==> src/rtl/adj_row_guard.sv <==
module adj_row_guard #(
  parameter int unsigned ROW_W     = 16,
  parameter int unsigned BANK_W    = 3,
  parameter int unsigned LFSR_W    = 16,
  parameter logic [LFSR_W-1:0] LFSR_TAPS = 16'hD008,
  parameter logic [LFSR_W-1:0] LFSR_SEED = 16'hACE1,
  parameter int unsigned THRESH    = 64,
  parameter int unsigned DEPTH     = 4,
  parameter int unsigned DROP_W    = 16
) (
  input  logic              clk,
  input  logic              rst_n,
  input  logic              close_valid,
  input  logic [BANK_W-1:0] close_bank,
  input  logic [ROW_W-1:0]  close_row,
  output logic              req_valid,
  input  logic              req_ready,
  output logic [BANK_W-1:0] req_bank,
  output logic [ROW_W-1:0]  req_row,
  output logic [DROP_W-1:0] drop_count
);
  localparam int unsigned PTR_W = (DEPTH > 1) ? $clog2(DEPTH) : 1;
  localparam int unsigned CNT_W = $clog2(DEPTH + 1);
  localparam int unsigned ENT_W = BANK_W + ROW_W;
  localparam logic [LFSR_W:0] THR = THRESH[LFSR_W:0];
  localparam logic [ROW_W-1:0] ROW_LAST = {ROW_W{1'b1}};
  localparam logic [CNT_W-1:0] CAP = CNT_W'(DEPTH);

  logic [LFSR_W-1:0] lfsr;
  logic [ENT_W-1:0]  mem [DEPTH];
  logic [PTR_W-1:0]  wptr, rptr;
  logic [CNT_W-1:0]  count;

  wire fb     = ^(lfsr & LFSR_TAPS);
  wire hit    = ({1'b0, lfsr} < THR);
  wire fire   = close_valid && hit;
  wire at_low = (close_row == '0);
  wire at_top = (close_row == ROW_LAST);
  wire [CNT_W-1:0] need = (at_low || at_top) ? CNT_W'(1) : CNT_W'(2);
  wire [CNT_W-1:0] free = CAP - count;
  wire accept = fire && (free >= need);
  wire drop   = fire && !accept;
  wire pop    = req_valid && req_ready;

  wire [ENT_W-1:0] ent_lo = {close_bank, close_row - ROW_W'(1)};
  wire [ENT_W-1:0] ent_hi = {close_bank, close_row + ROW_W'(1)};
  wire [ENT_W-1:0] first  = at_low ? ent_hi : ent_lo;

  assign req_valid = (count != '0);
  assign {req_bank, req_row} = mem[rptr];

  always_ff @(posedge clk) begin
    if (!rst_n) lfsr <= LFSR_SEED;
    else        lfsr <= {lfsr[LFSR_W-2:0], fb};
  end

  always_ff @(posedge clk) begin
    if (accept) begin
      mem[wptr] <= first;
      if (need == CNT_W'(2)) mem[wptr + PTR_W'(1)] <= ent_hi;
    end
  end

  always_ff @(posedge clk) begin
    if (!rst_n) begin
      wptr  <= '0;
      rptr  <= '0;
      count <= '0;
    end else begin
      if (accept) wptr <= wptr + PTR_W'(need);
      if (pop)    rptr <= rptr + PTR_W'(1);
      count <= count + (accept ? need : CNT_W'(0)) - (pop ? CNT_W'(1) : CNT_W'(0));
    end
  end

  always_ff @(posedge clk) begin
    if (!rst_n)                          drop_count <= '0;
    else if (drop && !(&drop_count))     drop_count <= drop_count + DROP_W'(1);
  end
endmodule

==> config.mk <==
export PLATFORM = sky130hd
export DESIGN_NAME = adj_row_guard
export DESIGN_NICKNAME = d
export VERILOG_FILES = /design/src/rtl/adj_row_guard.sv
export SDC_FILE = /design/constraint.sdc
export NUM_CORES = 1
export LEC_CHECK = 0
export BUFFER_PORTS_ARGS = -buffer_cell sky130_fd_sc_hd__buf_4
export CORE_MARGIN = 10
export CORE_UTILIZATION = 40
export DETAILED_ROUTE_END_ITERATION = 10
export PLACE_DENSITY = 0.68
export SYNTH_ARGS = -nofsm -noshare
export SYNTH_HDL_FRONTEND = slang
export SYNTH_SLANG_ARGS = --single-unit
export TNS_END_PERCENT = 100
==> constraint.sdc <==
create_clock -name clk -period 5.3 [get_ports clk]
set_input_delay 1.06 -clock clk [delete_from_list [all_inputs] [get_ports clk]]
set_output_delay 1.06 -clock clk [all_outputs]
set_load 0.005 [all_outputs]
==> results.md <==
- Clk pwr share: 39.7%
- GRT Total Usage: 13.9%
- Final cycle utilization of the critical path: between 80% and 90%
- Post_cts resized: 0
- Number of global-route vias before repair: 4300
- Row count: 45
- Iter 0 DRT Violations: 180
- Yosys top cell area share: a little under two fifths
- Asr flop ratio synth: 0%
- DRC: 0
- Outcome: finished, final reports clean
- Top FF cell, synth: edfxtp_1
- Critical Path AT: 4850 ps
- Post-route cell area: 7280 um^2
- Worst Path Required: roughly 5600 ps
- Syn Inst Count: about 510
- First-pass GRT wire length: 22.1 mm
- Wire per inst: 17.8 um
- Placer Congestion: 0.858
- Worst-margin pin slew: 1080 ps
- Vias per std cell: between 5 and 6
- Core box area: roughly 15000 um^2
- Crit path time final: 4540 ps
- Critical Path End Type: flip-flop
- Detailed Route WL: 13.8 mm
- Share of layout cells above drive strength 1: between 20% and 30%
- Slew headroom: 28.2%
- RSZ-0062 raised after global routing: no
- Seq/Total Area, Yosys: 50.8%
- CTS Buffer Depth: 2
- P_leak: 2.91 nW
- Area leader, netlist: edfxtp_1
- Clock sink count: 117
- Die width: 144 um
- Inserted Diodes: 0
- Setup ws final: 761 ps
- Routed Antenna Nets: 0
- Ys Warns: 0
- Netlist cell types: 58
- Max Fclk: around 220 MHz
- Register share of total power: 41.6%
- Hold Buf Count CTS: 0
- Detail Placement HPWL: 9.50 mm
- Sw Ratio: 26.9%
- Placed Instance Area: 6730 um^2
- Most frequent cells after synthesis: edfxtp_1, mux2i_1, dfxtp_1
- Critical path launch point type: primary input
- Max Fanout on Critical Path: 9
- Ports: just under 60
- CTS tree: built
- Clk Latency, worst-skew pair: around 420 ps
- Cell total after placement: 740
- Reg area: 3100 um^2
- Fin. Hold Viols: 0
- Synth Net Count: 544
- Area growth syn-to-layout: 19.2%
- Final TNS setup: 0 ps
- Initial antenna violation count: 0
- Hold Crit Class: reg -> reg
- Most common cell in the netlist: edfxtp_1
- Area of the multi-input gates: 2780 um^2
- Fillers: 1351
- Clock root cell: clkbuf_16
- Maxcap violations: 0
- Postcts setup bufs: 0
- DRT Pass-1 Iters: 4
- Largest net degree at the start of global routing: 44
- Comb power frac: a little under a fifth
- Max H-tree Level: 4
- Vias: 4131
- Internal power: 0.00194 W
- Worst Setup Path Type: in -> reg
- Post-synth EDFFs: 76
- Final Setup Violations: 0
- Starting utilization of the core area: about two fifths
- Cell Count, Final, Fillers Out: 772
- Final nets: between 600 and 700
- Port bufs: 58
- Chip height: 144 um
- Clock skew: around 8 ps
- Total die area: 20600 um^2
- Total gr overflow: 0
- Synth top area cells: edfxtp_1, dfxtp_1, mux2i_1
- Synthesized cell area: 6100 um^2
- Pins Over Slew Limit: 0
- Synthesis-stage register bit count: about 120
- Placement Setup Slack: 308 ps
- Switch Pwr: 0.000714 W
- CTS Buf Count: 17
- Worst VDD drop: 0.243 mV
- PwrDens: around 360 nW/um^2
- Mean Syn Cell Area: 12.0 um^2
- Worst-path clk slew: approximately 60 ps
- Total design power: 0.00265 W
registers in the layout, summed over array words and instances, names as in the netlist, named ones only:
| register | cells |
|---|---|
| count | 3 |
| drop_count | 16 |
| lfsr | 16 |
| mem | 76 |
| rptr | 2 |
| wptr | 2 |
layout make-up:
| type | instances | share of cell area (%) |
|---|---|---|
| repair buffers | 69 | 7.12 |
| clock buffers | 18 | 6.19 |
| flip-flops and latches | 117 | 42.7 |
| clock inverters | 14 | 1.31 |
| well taps | 188 | 3.23 |
| inverters | 24 | 1.24 |
| multi-input cells | 342 | 38.3 |
critical path: stages:
cell	delay, ps
buf_4	140
inv_1	70
ha_1	220
or3b_1	490
nor3_2	340
a21oi_1	180
buf_4	210
inv_1	60
ha_1	130
nand2b_1	120
a21oi_1	70
nor3_4	180
and2b_1	170
inv_1	50
ha_1	260
inv_1	60
ha_1	130
inv_1	50
fa_1	370
xor2_1	190
xnor2_1	130
and2_1	150
path summary, 6_finish.rpt:
path | cells after the start | slack [ps] | startpoint | endpoint
min | 1 | 410 | lfsr[5] | lfsr[6]
max reg2reg | 13 | 2310 | lfsr[12] | count[2]
max | 22 | 760 | close_row[0] | count[2]
min reg2reg | 1 | 410 | lfsr[5] | lfsr[6]
logic make-up (layout without fill, tap and decap cells):
family	after synthesis	count (layout)	synth area share [%]
XOR/XNOR	42	42	6.03
AO/OA/AOI/OAI	42	42	4.94
flip-flops	117	117	50.8
buffers and inverters	49	125	3.57
multiplexers	70	70	15.4
adder cells (fa/ha/maj)	13	13	2.79
AND/OR/NAND/NOR	175	175	16.5
stage by stage:
step                utilization (%)  hold WS [ps]
global route                   48.2           436
global placement               44.6           392
finish                         48.2           407
CTS                            48.2           413
floorplan                         -           386
detailed placement             44.6           394
power by group through the flow:
| stage | Combinational (W) | Sequential [W] | Clock [W] |
|---|---|---|---|
| after detailed placement | 0.000500 | 0.00113 | 0 |
| after global routing | 0.000554 | 0.00112 | 0.00111 |
| after floorplan | 0.000356 | 0.00107 | 0 |
| after global placement | 0.000487 | 0.00113 | 0 |
| final | 0.000495 | 0.00110 | 0.00105 |
| after CTS | 0.000504 | 0.00111 | 0.00107 |
metal layers:
layer	global-route usage (%)	share of wire [%]	wire length (um)	vias to the layer above
met2	24.1	52	7160	87
met4	4.94	1.3	174	0
met1	15.8	42	5740	2049
li1	-	-	-	1976
met3	4.16	5.1	703	19
met5	0	0	0	-
cells in the final DEF (no fill, tap or decap), drive strengths merged, types with 4 or more instances in the layout:
master	Yosys	routed
dfxtp	41	41
a31oi	4	4
nand2b	12	12
o211ai	4	4
mux4	19	19
nand4	10	10
xnor2	19	19
nor2b	5	5
and2	26	26
nor3	12	12
a21oi	5	5
nor4	5	5
or4	4	4
mux2i	51	51
clkbuf	11	18
edfxtp	76	76
o21ai	7	7
nand3	23	23
buf	14	69
or3	5	5
xor2	23	23
nand2	37	37
o31ai	4	4
clkinv	0	6
inv	24	32
ha	12	12
nor2	23	23
Note: power is estimated with default switching activity, not from simulation.
